==> config.mk <==
export PLATFORM = sky130hd
export DESIGN_NAME = surround_tx
export DESIGN_NICKNAME = d
export VERILOG_FILES = /design/src/rtl/stx_pkg.sv /design/src/rtl/stx_clkgen.sv /design/src/rtl/stx_sequencer.sv /design/src/rtl/stx_lane_fifo.sv /design/src/rtl/stx_lane_ser.sv /design/src/rtl/surround_tx.sv
export SDC_FILE = /design/constraint.sdc
export NUM_CORES = 2
export LEC_CHECK = 0
export CAP_MARGIN = 5
export CELL_PAD_IN_SITES_DETAIL_PLACEMENT = 1
export CELL_PAD_IN_SITES_GLOBAL_PLACEMENT = 1
export CORE_MARGIN = 10
export CORE_UTILIZATION = 51
export DETAILED_ROUTE_END_ITERATION = 6
export DONT_BUFFER_PORTS = 1
export GPL_ROUTABILITY_DRIVEN = 0
export PLACE_DENSITY = 0.81
export SYNTH_ARGS = -nofsm -noshare
export SYNTH_HDL_FRONTEND = slang
export SYNTH_SLANG_ARGS = --single-unit
==> constraint.sdc <==
create_clock -name clk -period 4.25 [get_ports clk]
set_clock_uncertainty 0.15 [all_clocks]
set_input_delay 0.85 -clock clk [delete_from_list [all_inputs] [get_ports clk]]
set_output_delay 0.85 -clock clk [all_outputs]
set_load 0.01 [all_outputs]
==> src/rtl/stx_pkg.sv <==
package stx_pkg;

    localparam int SLOT_W   = 32;
    localparam int WLEN_W   = 6;
    localparam int MIN_WLEN = 8;

    typedef enum logic {
        SLOT_LEFT  = 1'b0,
        SLOT_RIGHT = 1'b1
    } slot_e;

    typedef struct packed {
        logic [WLEN_W-1:0] first_len;
        logic [WLEN_W-1:0] rest_len;
    } wlen_t;

    // Broadcast from the sequencer to every lane
    typedef struct packed {
        logic  start;
        logic  shift;
        slot_e slot;
    } seq_t;

    function automatic logic [WLEN_W-1:0] clamp_len(input logic [WLEN_W-1:0] w);
        if (w < WLEN_W'(MIN_WLEN)) return WLEN_W'(MIN_WLEN);
        if (w > WLEN_W'(SLOT_W))   return WLEN_W'(SLOT_W);
        return w;
    endfunction

endpackage

==> src/rtl/stx_clkgen.sv <==
module stx_clkgen #(
    parameter int DIV_W = 8
) (
    input  logic             clk,
    input  logic             rst,
    input  logic             run,
    input  logic [DIV_W-1:0] div_half,
    output logic             bclk,
    output logic             fall_tick
);
    logic [DIV_W-1:0] cnt;

    always_ff @(posedge clk) begin
        if (rst || !run) begin
            cnt  <= '0;
            bclk <= 1'b0;
        end else if (cnt == div_half) begin
            cnt  <= '0;
            bclk <= ~bclk;
        end else begin
            cnt  <= cnt + 1'b1;
        end
    end

    // Cycle whose closing edge drops the bit clock
    assign fall_tick = run && bclk && (cnt == div_half);
endmodule

==> src/rtl/stx_sequencer.sv <==
module stx_sequencer import stx_pkg::*; #(
    parameter int LANES = 4
) (
    input  logic              clk,
    input  logic              rst,
    input  logic              tx_en,
    input  logic              fall_tick,
    input  logic [WLEN_W-1:0] first_len,
    input  logic [WLEN_W-1:0] rest_len,
    input  logic [LANES-1:0]  lane_mask,
    input  logic [LANES-1:0]  lane_empty,
    output logic              running,
    output seq_t              seq,
    output logic              fs_o,
    output logic              warn_o
);
    slot_e             slot_q;
    logic [WLEN_W-1:0] bit_cnt;
    wlen_t             len_q;
    logic [WLEN_W-1:0] cur_len;
    logic              last_bit;
    logic              run;
    logic              frame_start;

    assign run      = running && tx_en;
    assign cur_len  = (slot_q == SLOT_RIGHT) ? len_q.rest_len : len_q.first_len;
    assign last_bit = (bit_cnt == cur_len - 1'b1);

    always_comb begin
        seq.start = (tx_en && !running) || (run && fall_tick && last_bit);
        seq.shift = run && fall_tick && !last_bit;
        seq.slot  = running ? slot_e'(~slot_q) : SLOT_LEFT;
    end

    assign frame_start = seq.start && (seq.slot == SLOT_LEFT);

    always_ff @(posedge clk) begin
        if (rst) begin
            running <= 1'b0;
        end else begin
            running <= tx_en;
        end
    end

    always_ff @(posedge clk) begin
        if (rst || !tx_en) begin
            slot_q  <= SLOT_LEFT;
            bit_cnt <= '0;
            fs_o    <= 1'b0;
            if (rst) begin
                len_q <= '{first_len: WLEN_W'(MIN_WLEN), rest_len: WLEN_W'(MIN_WLEN)};
            end
        end else if (seq.start) begin
            slot_q  <= seq.slot;
            bit_cnt <= '0;
            fs_o    <= (seq.slot == SLOT_LEFT);
            if (frame_start) begin
                len_q.first_len <= clamp_len(first_len);
                len_q.rest_len  <= clamp_len(rest_len);
            end
        end else if (seq.shift) begin
            bit_cnt <= bit_cnt + 1'b1;
        end
    end

    // Idle: follow every cycle; running: refresh at frame start, pre-pop
    always_ff @(posedge clk) begin
        if (rst) begin
            warn_o <= 1'b0;
        end else if (!run || frame_start) begin
            warn_o <= |(lane_mask & lane_empty);
        end
    end
endmodule

==> src/rtl/stx_lane_fifo.sv <==
module stx_lane_fifo #(
    parameter int DEPTH = 32,
    parameter int DW    = 32,
    parameter int LVL_W = 6
) (
    input  logic             clk,
    input  logic             rst,
    input  logic             wr_en,
    input  logic [DW-1:0]    wr_data,
    input  logic             pop,
    output logic [DW-1:0]    rd_data,
    output logic             empty,
    output logic [LVL_W-1:0] level
);
    localparam int AW = (DEPTH > 1) ? $clog2(DEPTH) : 1;

    logic [DW-1:0] mem [DEPTH];
    logic [AW-1:0] wp, rp;
    logic          do_push, do_pop;

    function automatic logic [AW-1:0] bump(input logic [AW-1:0] p);
        return (p == AW'(DEPTH - 1)) ? '0 : p + 1'b1;
    endfunction

    assign empty   = (level == '0);
    assign do_push = wr_en && (level != LVL_W'(DEPTH));
    assign do_pop  = pop && !empty;
    assign rd_data = mem[rp];

    always_ff @(posedge clk) begin
        if (do_push) mem[wp] <= wr_data;
    end

    always_ff @(posedge clk) begin
        if (rst) begin
            wp    <= '0;
            rp    <= '0;
            level <= '0;
        end else begin
            if (do_push) wp <= bump(wp);
            if (do_pop)  rp <= bump(rp);
            case ({do_push, do_pop})
                2'b10:   level <= level + 1'b1;
                2'b01:   level <= level - 1'b1;
                default: level <= level;
            endcase
        end
    end
endmodule

==> src/rtl/stx_lane_ser.sv <==
module stx_lane_ser import stx_pkg::*; (
    input  logic              clk,
    input  logic              rst,
    input  logic              tx_en,
    input  seq_t              seq,
    input  logic              lane_on,
    input  logic              empty,
    input  logic [SLOT_W-1:0] rd_data,
    input  logic              ur_clr,
    output logic              pop,
    output logic              sdata,
    output logic              underrun
);
    logic [SLOT_W-1:0] sh;
    logic [SLOT_W-1:0] word;
    logic              due, starve;

    assign due    = seq.start && lane_on;
    assign pop    = due && !empty;
    assign starve = due && empty;
    assign word   = pop ? rd_data : '0;

    always_ff @(posedge clk) begin
        if (rst || !tx_en) begin
            sdata <= 1'b0;
            sh    <= '0;
        end else if (seq.start) begin
            sdata <= word[SLOT_W-1];
            sh    <= {word[SLOT_W-2:0], 1'b0};
        end else if (seq.shift) begin
            sdata <= sh[SLOT_W-1];
            sh    <= {sh[SLOT_W-2:0], 1'b0};
        end
    end

    always_ff @(posedge clk) begin
        if (rst) begin
            underrun <= 1'b0;
        end else if (starve) begin
            underrun <= 1'b1;
        end else if (ur_clr) begin
            underrun <= 1'b0;
        end
    end
endmodule

==> src/rtl/surround_tx.sv <==
module surround_tx import stx_pkg::*; #(
    parameter int LANES = 4,
    parameter int DEPTH = 32,
    parameter int DIV_W = 8
) (
    input  logic                    clk,
    input  logic                    rst,
    input  logic                    tx_en,
    input  logic [DIV_W-1:0]        div_half,
    input  logic [WLEN_W-1:0]       first_len,
    input  logic [WLEN_W-1:0]       rest_len,
    input  logic [LANES-1:0]        lane_mask,
    input  logic [LANES-1:0]        wr_en,
    input  logic [LANES*SLOT_W-1:0] wr_data,
    input  logic [LANES-1:0]        underrun_clr,
    output logic                    bclk_o,
    output logic                    fs_o,
    output logic [LANES-1:0]        sdata_o,
    output logic                    warn_o,
    output logic [LANES-1:0]        underrun_o
);
    localparam int LVL_W = $clog2(DEPTH + 1);

    logic                   running;
    logic                   fall_tick;
    seq_t                   seq;
    logic [LANES-1:0]       lane_empty;
    logic [LANES-1:0]       lane_pop;
    logic [LANES*LVL_W-1:0] level_all;
    logic [SLOT_W-1:0]      rd_data [LANES];

    stx_clkgen #(.DIV_W(DIV_W)) clkgen_i (
        .clk       (clk),
        .rst       (rst),
        .run       (running && tx_en),
        .div_half  (div_half),
        .bclk      (bclk_o),
        .fall_tick (fall_tick)
    );

    stx_sequencer #(.LANES(LANES)) seq_i (
        .clk        (clk),
        .rst        (rst),
        .tx_en      (tx_en),
        .fall_tick  (fall_tick),
        .first_len  (first_len),
        .rest_len   (rest_len),
        .lane_mask  (lane_mask),
        .lane_empty (lane_empty),
        .running    (running),
        .seq        (seq),
        .fs_o       (fs_o),
        .warn_o     (warn_o)
    );

    for (genvar g = 0; g < LANES; g++) begin : g_lane
        stx_lane_fifo #(.DEPTH(DEPTH), .DW(SLOT_W), .LVL_W(LVL_W)) fifo_i (
            .clk     (clk),
            .rst     (rst),
            .wr_en   (wr_en[g]),
            .wr_data (wr_data[g*SLOT_W +: SLOT_W]),
            .pop     (lane_pop[g]),
            .rd_data (rd_data[g]),
            .empty   (lane_empty[g]),
            .level   (level_all[g*LVL_W +: LVL_W])
        );

        stx_lane_ser ser_i (
            .clk      (clk),
            .rst      (rst),
            .tx_en    (tx_en),
            .seq      (seq),
            .lane_on  (lane_mask[g]),
            .empty    (lane_empty[g]),
            .rd_data  (rd_data[g]),
            .ur_clr   (underrun_clr[g]),
            .pop      (lane_pop[g]),
            .sdata    (sdata_o[g]),
            .underrun (underrun_o[g])
        );
    end
endmodule

After elaboration in Yosys (flattened, before gate mapping)
Memories as Yosys holds them, arrays and structs flattened. A register that Yosys moved wholly into a read port is not among the register bits.
Cells that the tools add are included.
{"block": "word_totals", "latch_bits": 0, "ramBits": 4096, "rom_bits": 0, "n_memories": 4, "output_inout_bits": 11, "word_cells": 234, "reg_bits": 227, "inputBits": 163}
{"name": "g_lane[0].fifo_i.mem", "words": 32, "width": 32, "rd": 1, "rd_clocked_by_memory_dff": 1, "write_ports": 1, "line": "stx_lane_fifo.sv:17", "source": "logic [DW-1:0] mem [DEPTH];"}
{"name": "g_lane[1].fifo_i.mem", "words": 32, "width": 32, "rd": 1, "rd_clocked_by_memory_dff": 1, "write_ports": 1, "line": "stx_lane_fifo.sv:17"}
{"name": "g_lane[2].fifo_i.mem", "words": 32, "width": 32, "rd": 1, "rd_clocked_by_memory_dff": 1, "write_ports": 1, "line": "stx_lane_fifo.sv:17"}
{"name": "g_lane[3].fifo_i.mem", "words": 32, "width": 32, "rd": 1, "rd_clocked_by_memory_dff": 1, "write_ports": 1, "line": "stx_lane_fifo.sv:17"}
{"block": "classes", "n_shift": 0, "div_mod_pow": 0, "order_cmp": 4, "bitwise": 4, "mux": 88, "multipliers": 0, "reduce_logical": 59, "eq_ne": 23, "add_sub_neg": 19}
{"operator": "32-bit two-way mux", "n": 12}
{"operator": "5-bit two-way mux", "n": 16}
{"operator": "6-bit two-way mux", "n": 9}
{"operator": "12-bit two-way mux", "n": 4}
{"operator": "6-bit one-hot mux with 2 select lines", "n": 4}
{"operator": "1-bit two-way mux", "n": 43}
{"operator": "5-bit by 1-bit adder with 5-bit output, second input constant", "n": 8}
{"operator": "5-bit == test, second input constant", "n": 8}
{"operator": "6-bit by 1-bit adder with 6-bit output, second input constant", "n": 5}
{"operator": "6-bit by 1-bit subtractor with 6-bit output, second input constant", "n": 5}
{"operator": "1-bit logical AND", "n": 28}
{"operator": "6-bit logical NOT", "n": 4}
{"operator": "6-bit != test, second input constant", "n": 4}
{"operator": "2-bit nonzero test", "n": 11}
{"operator": "6-bit greater-than comparator, second input constant", "n": 2}
{"operator": "6-bit by 4-bit < comparator with 1-bit output, second input constant", "n": 2}
{"operator": "8-bit by 1-bit adder with 8-bit output, second input constant", "n": 1}
{"operator": "2-bit by 1-bit == test with 1-bit output, second input constant", "n": 4}
{"operator": "2-bit == test, second input constant", "n": 4}
{"operator": "8-bit == test", "n": 1}
{"operator": "1-bit logical NOT", "n": 8}
{"operator": "6-bit == test", "n": 1}
{"operator": "4-bit bitwise AND", "n": 1}
{"operator": "1-bit logical OR", "n": 4}
{"operator": "5 further kinds", "n": 8}

Depth between registers and ports, before layout
{"block": "depth", "depth_word": 19, "mapped_depth": 21, "mapped_depth_nobuf": 18}

Hierarchy
A second synthesis with hierarchy kept.
{"block": "unflattened", "cells_unflattened": 9030, "area_unflattened_um2": 170289.6}
{"module": "stx_lane_fifo (g_lane[1].fifo_i ...)", "seq_area_each_um2": 31169.9, "cells_each": 2056, "n_inst": 3, "area_per_inst_um2": 40393.7}
{"module": "stx_lane_fifo (g_lane[0].fifo_i)", "seq_area_each_um2": 31169.9, "cells_each": 2055, "n_inst": 1, "area_per_inst_um2": 40398.7}
{"module": "stx_lane_ser", "seq_area_each_um2": 660.6, "cells_each": 155, "n_inst": 4, "area_per_inst_um2": 1711.6}
{"module": "stx_sequencer", "seq_area_each_um2": 560.5, "cells_each": 137, "n_inst": 1, "area_per_inst_um2": 1403.8}
{"module": "stx_clkgen", "seq_area_each_um2": 180.2, "cells_each": 49, "n_inst": 1, "area_per_inst_um2": 452.9}
{"module": "surround_tx", "seq_area_each_um2": 0.0, "cells_each": 1, "n_inst": 1, "area_per_inst_um2": 6.3}

Worst setup path after synthesis
No wires, ideal clock.
{"block": "synth_timing", "path_type": "in2reg", "from": "input port div_half[2]", "to": "register g_lane[1].fifo_i.level[4]", "setup_time_ps": 132, "path_buffers": 3, "t_required_ps": 3968, "arrival_time_ps": 3903, "cell_stages": 20, "path_slack_ps": 65, "path_cell_list": "xnor2_1 -> nand4_1 -> nor2_1 -> and4_1 -> buf_2 -> a31o_4 -> nand3b_1 -> buf_2 -> inv_1 -> ha_1 -> buf_1 -> xor2_1 -> ha_1 -> a21oi_1 -> nor2b_1 -> o21ai_0 -> a21oi_1 -> a311oi_1 -> or3_1 -> a21oi_1"}
{"block": "synth_via", "elab_chain_cells": 10, "word_cells_on_any_way": 12, "classes_between": "eq/ne (3); mux (1); reduce/logical (8)"}
{"element": "start, declared", "line": "surround_tx.sv:9", "source": "input logic [DIV_W-1:0] div_half,"}
{"element": "8-bit == test *", "line": "stx_clkgen.sv:26", "source": "assign fall_tick = run && bclk && (cnt == div_half);"}
{"element": "1-bit logical AND *", "line": "stx_clkgen.sv:26"}
{"element": "1-bit logical AND * (2 in a row)", "line": "stx_sequencer.sv:30", "source": "seq.start = (tx_en && !running) || (run && fall_tick && last_bit);"}
{"element": "1-bit logical OR *", "line": "stx_sequencer.sv:30"}
{"element": "1-bit logical AND *", "line": "stx_lane_ser.sv:18", "source": "assign due = seq.start && lane_on;"}
{"element": "1-bit logical AND *", "line": "stx_lane_ser.sv:19", "source": "assign pop = due && !empty;"}
{"element": "1-bit logical AND *", "line": "stx_lane_fifo.sv:27", "source": "assign do_pop = pop && !empty;"}
{"element": "2-bit by 1-bit == test with 1-bit output / 2-bit == test (equally long branches)", "line": "stx_lane_fifo.sv:42", "source": "case ({do_push, do_pop})"}
{"element": "6-bit one-hot mux with 2 select lines / 2-bit nonzero test (equally long branches)"}
{"element": "end signal, assigned", "line": "stx_lane_fifo.sv:43", "source": "2'b10: level <= level + 1'b1;"}
{"element": "end signal, assigned", "line": "stx_lane_fifo.sv:44", "source": "2'b01: level <= level - 1'b1;"}
{"element": "end signal, assigned", "line": "stx_lane_fifo.sv:45", "source": "default: level <= level;"}
{"element": "end, declared", "line": "stx_lane_fifo.sv:13", "source": "output logic [LVL_W-1:0] level"}
Mark *: on every way between the ends. The rest lies on a longest branch, timed or not.
A chain may end at the register's enable or synchronous reset.

Worst setup path in the final report
{"block": "layout_timing", "from": "register seq_i.len_q[8] (netlist name)", "to": "register g_lane[3].fifo_i.level[4]"}
{"block": "layout_via", "elab_chain_cells": 10, "word_cells_on_any_way": 12, "classes_between": "add/sub (1); eq/ne (3); mux (2); reduce/logical (6)"}
{"element": "start, declared", "line": "stx_sequencer.sv:19", "source": "wlen_t len_q;"}
{"element": "start signal, assigned", "line": "stx_sequencer.sv:51", "source": "len_q <= '{first_len: WLEN_W'(MIN_WLEN), rest_len: WLEN_W'(MIN_WLEN)};"}
{"element": "6-bit two-way mux *", "line": "stx_sequencer.sv:26", "source": "assign cur_len = (slot_q == SLOT_RIGHT) ? len_q.rest_len : len_q.first_len;"}
{"element": "6-bit by 1-bit subtractor with 6-bit output *", "line": "stx_sequencer.sv:27", "source": "assign last_bit = (bit_cnt == cur_len - 1'b1);"}
{"element": "6-bit == test *", "line": "stx_sequencer.sv:27"}
{"element": "1-bit logical AND *", "line": "stx_sequencer.sv:30"}
{"element": "1-bit logical OR *", "line": "stx_sequencer.sv:30"}
{"element": "1-bit logical AND *", "line": "stx_lane_ser.sv:18"}
{"element": "1-bit logical AND *", "line": "stx_lane_ser.sv:19"}
{"element": "1-bit logical AND *", "line": "stx_lane_fifo.sv:27"}
{"element": "net g_lane[3].fifo_i.do_pop", "line": "stx_lane_fifo.sv:19", "source": "logic do_push, do_pop;"}
{"element": "2-bit by 1-bit == test with 1-bit output / 2-bit == test (equally long branches)", "line": "stx_lane_fifo.sv:42"}
{"element": "6-bit one-hot mux with 2 select lines / 2-bit nonzero test (equally long branches)"}
{"element": "end signal, assigned", "line": "stx_lane_fifo.sv:43"}
{"element": "end signal, assigned", "line": "stx_lane_fifo.sv:44"}
{"element": "end signal, assigned", "line": "stx_lane_fifo.sv:45"}
{"element": "end, declared", "line": "stx_lane_fifo.sv:13"}
Mark *: on every way through the listed nets, which the timed path passes. The rest lies on a longest branch.

==> reports/summary.txt <==
status -> finished, violations left
failing checks -> design-rule violations
Seq/Total Area, Yosys -> 76.8%
gr busiest metal -> met2
layout cells sized above 1 -> 29.1%
Post-synth EDFFs -> 4108
Clk pin slew, worst setup/hold paths -> 0.06 ns
Pleak -> 0.0574 µW
H-tree depth -> 5
Min-Delay Path Class -> in -> reg
Worst Path Required -> 4.95 ns
total negative slack -> 0 ns
pwr dens -> 479 mW/mm²
max_slew headroom -> 8.87%
Worst path slowest cell -> or4_1
RSZ-0062 raised after global routing -> no
Max VDD drop -> 0.377 mV
die span in y -> 592 µm
syn_nets -> 7639
CP max stage delay -> 0.57 ns
Final Hold Fails -> 0
top-area cell type share of the netlist area -> 74.0%
nets -> 8130
Routed wire per std cell -> 35.7 µm
Clock Tree Root -> clkbuf_16
yosys synthesis warning count -> 0
die extent in x -> 592 µm
Post-DRT Antenna Nets -> 0
min Tclk post-route -> 3.96 ns
router iterations before antenna repair -> 7
initial antenna violation count -> 44
port bufs -> 0
Global Route met3 Usage -> 4.80%
post-synthesis cell type count -> 53
ys async rst share -> 0%
Final Max Tran Viols -> 0
hold slack -> 0.0754 ns
synthesized instance count -> 7436
Switching Share -> 21.6%
crit-path cells -> or4_1 -> a211oi_1 -> mux2i_1 -> o22ai_2 -> a31o_4 -> buf_4 -> nand2_2 -> inv_1 -> ha_1 -> xor2_1 -> ha_1 -> nand2b_1 -> a21oi_1 -> nor2_1 -> o31a_1 -> o311ai_0 -> mux2_2
Core Region -> 0.325 mm²
grt met1 use -> 33.6%
CTS tree -> built
vias per cell -> 6.53
part of the power in the clock network -> 41.6%
switching pwr -> 19800 µW
Gate power share -> 6.4%
area grow syn2layout -> 14.5%
first-pass GRT wire length -> 651000 µm
syn avg cell area -> 22.4 µm²
Int Power -> 71600 µW
initial core utilization -> 51.3%
boundary pin count -> 174
final setup vio count -> 0
GRT overflow -> 0
vias in the first global route -> 88882
Die ar. -> 0.350 mm²
Reg power frac -> 52.0%
Critical Path Start Type -> register
Worst path most repeated cell -> ha_1
met2 usage -> 43.0%
FILL cells -> 26710
total clock buffers created by CTS -> 430
Setup CP Type -> reg -> reg
ys flop type -> edfxtp_1
Row Count -> 209
biggest area consumer among synthesized cells -> edfxtp_1
top cells by count, synth -> edfxtp_1, mux4_2, nor2_1, clkbuf_1, dfxtp_1
CP max FO -> 5
Post-DP HPWL -> 237000 µm
footprint of the multi-input gates -> 0.0378 mm²
number of synthesized register bits -> 4343
crit path capture type -> register
Remaining DRCs -> 1
cell with the most instances after synthesis -> edfxtp_1
final core occ -> 58.8%
worst-margin pin slew -> 1.36 ns
Routed WL -> 452000 µm
Area contributors post-synth -> edfxtp_1, mux4_2, dfxtp_1
worst skew pair latency -> 0.98 ns
synthesized area -> 0.167 mm²
CTS Sinks -> 4343
register area -> 0.128 mm²
pin count of the biggest net entering global routing -> 103
via count -> 82497
CP arrival -> 4.66 ns
Max Freq -> 0.252 GHz
DRT iter0 DRCs -> 10859
max-cap viol count -> 0
CTS Buffer Depth -> 4
total track usage -> 25.6%
Tcrit/Tclk final -> 93.3%
==> metal layers <==
layer	routed length, µm	vias to the layer above
li1	-	32362
met1	163000	44114
met2	229000	4959
met3	41800	1040
met4	17800	22
met5	144	-
==> worst paths after layout <==
path                                from                        end  slack (ns)  depth (start not counted)
setup / recovery          seq_i.len_q[8]  g_lane[3].fifo_i.level[4]        0.29                         17
hold / removal              lane_mask[0]               seq_i.warn_o        0.08                          4
setup reg to reg          seq_i.len_q[8]  g_lane[3].fifo_i.level[4]        0.29                         17
hold reg to reg   g_lane[1].fifo_i.rp[4]                   register        0.34                          2
==> sequential cells by signal (all words and copies together), names as in the netlist, 4 cells and up, named ones only <==
signal,cells
g_lane.fifo_i.mem,4096
g_lane.ser_i.sh,124
g_lane.fifo_i.level,24
g_lane.fifo_i.rp,20
g_lane.fifo_i.wp,20
seq_i.len_q,12
clkgen_i.cnt,8
seq_i.bit_cnt,6
g_lane.ser_i.sdata,4
g_lane.ser_i.underrun,4
==> cell usage in the layout (no fill, tap or decap), types with 16 or more instances in the layout <==
cell	count
buf_4	217
a21oi_1	225
mux4_2	1280
clkbuf_1	95
nand3_1	32
or3_1	16
nor2_1	281
nor3_1	18
dfxtp_1	214
clkinv_2	84
o21ai_0	129
nand2_1	81
dfxtp_4	16
diode_2	21
clkinv_1	80
dlygate4sd3_1	148
inv_1	22
clkbuf_8	25
a31oi_1	20
mux2i_1	138
buf_12	115
clkbuf_16	444
edfxtp_1	4108
nand3b_1	17
a211oi_1	59
ha_1	40
xor2_1	20
bufinv_16	37
xnor2_1	26
nor2_4	129
==> stage by stage <==
stage	area (µm²)	power, µW	instances	worst slack [ns]
5_1_grt	191000	94000	12628	0.00596
3_5_place_dp	175000	53500	11657	-0.0575
4_1_cts	191000	91900	12611	0.0817
6_report	191000	91400	12633	0.286
3_3_place_gp	175000	53200	11657	-0.0623
2_1_floorplan	167000	51900	7436	0.0648
==> logic make-up after synthesis <==
logic type / after synthesis / synth area share, %
adders and majority gates: 40 / 0.300
AOI/OAI and AO/OA: 470 / 1.59
DFF: 4343 / 76.8
xor gates and xnor gates: 46 / 0.242
and+or+nand+nor: 664 / 1.78
buffers and inverters: 448 / 1.08
muxes: 1425 / 18.2
==> critical path: cells and delay by family, from the launching register on <==
| family | cells | cell delay [ns] |
|---|---|---|
| compound gates | 6 | 1.18 |
| simple gates | 4 | 0.77 |
| fa+ha+maj | 2 | 0.44 |
| buf+inv | 2 | 0.23 |
| xor+xnor | 1 | 0.18 |
| flops | 1 | 0.42 |
| mux | 2 | 0.50 |
==> cell type report <==
type / instances / area share [%]
well taps: 4325 / 2.83
diodes: 21 / 0.0275
flip-flops and latches: 4343 / 67.1
clock buffers: 564 / 6.19
multi-input cells: 2645 / 19.8
repair buffers: 481 / 2.85
inverters: 26 / 0.0511
clock inverters: 228 / 1.12
==> repair_timing <==
action,in CTS,in global routing
endpoints found under the hold margin,4197,0
hold buffers,162,0
resized for setup,0,4
setup buffers,0,1
setup endpoints to repair,0,3
==> power by group through the flow <==
stage / Combinational, µW / Sequential (µW) / Clock (µW)
final: 5860 / 47500 / 38000
after global routing: 6280 / 47500 / 40200
after CTS: 5900 / 47500 / 38500
after detailed placement: 5100 / 48400 / 0
after global placement: 4890 / 48300 / 0
after floorplan: 3710 / 48200 / 0
(Power assumes the default switching activity.)
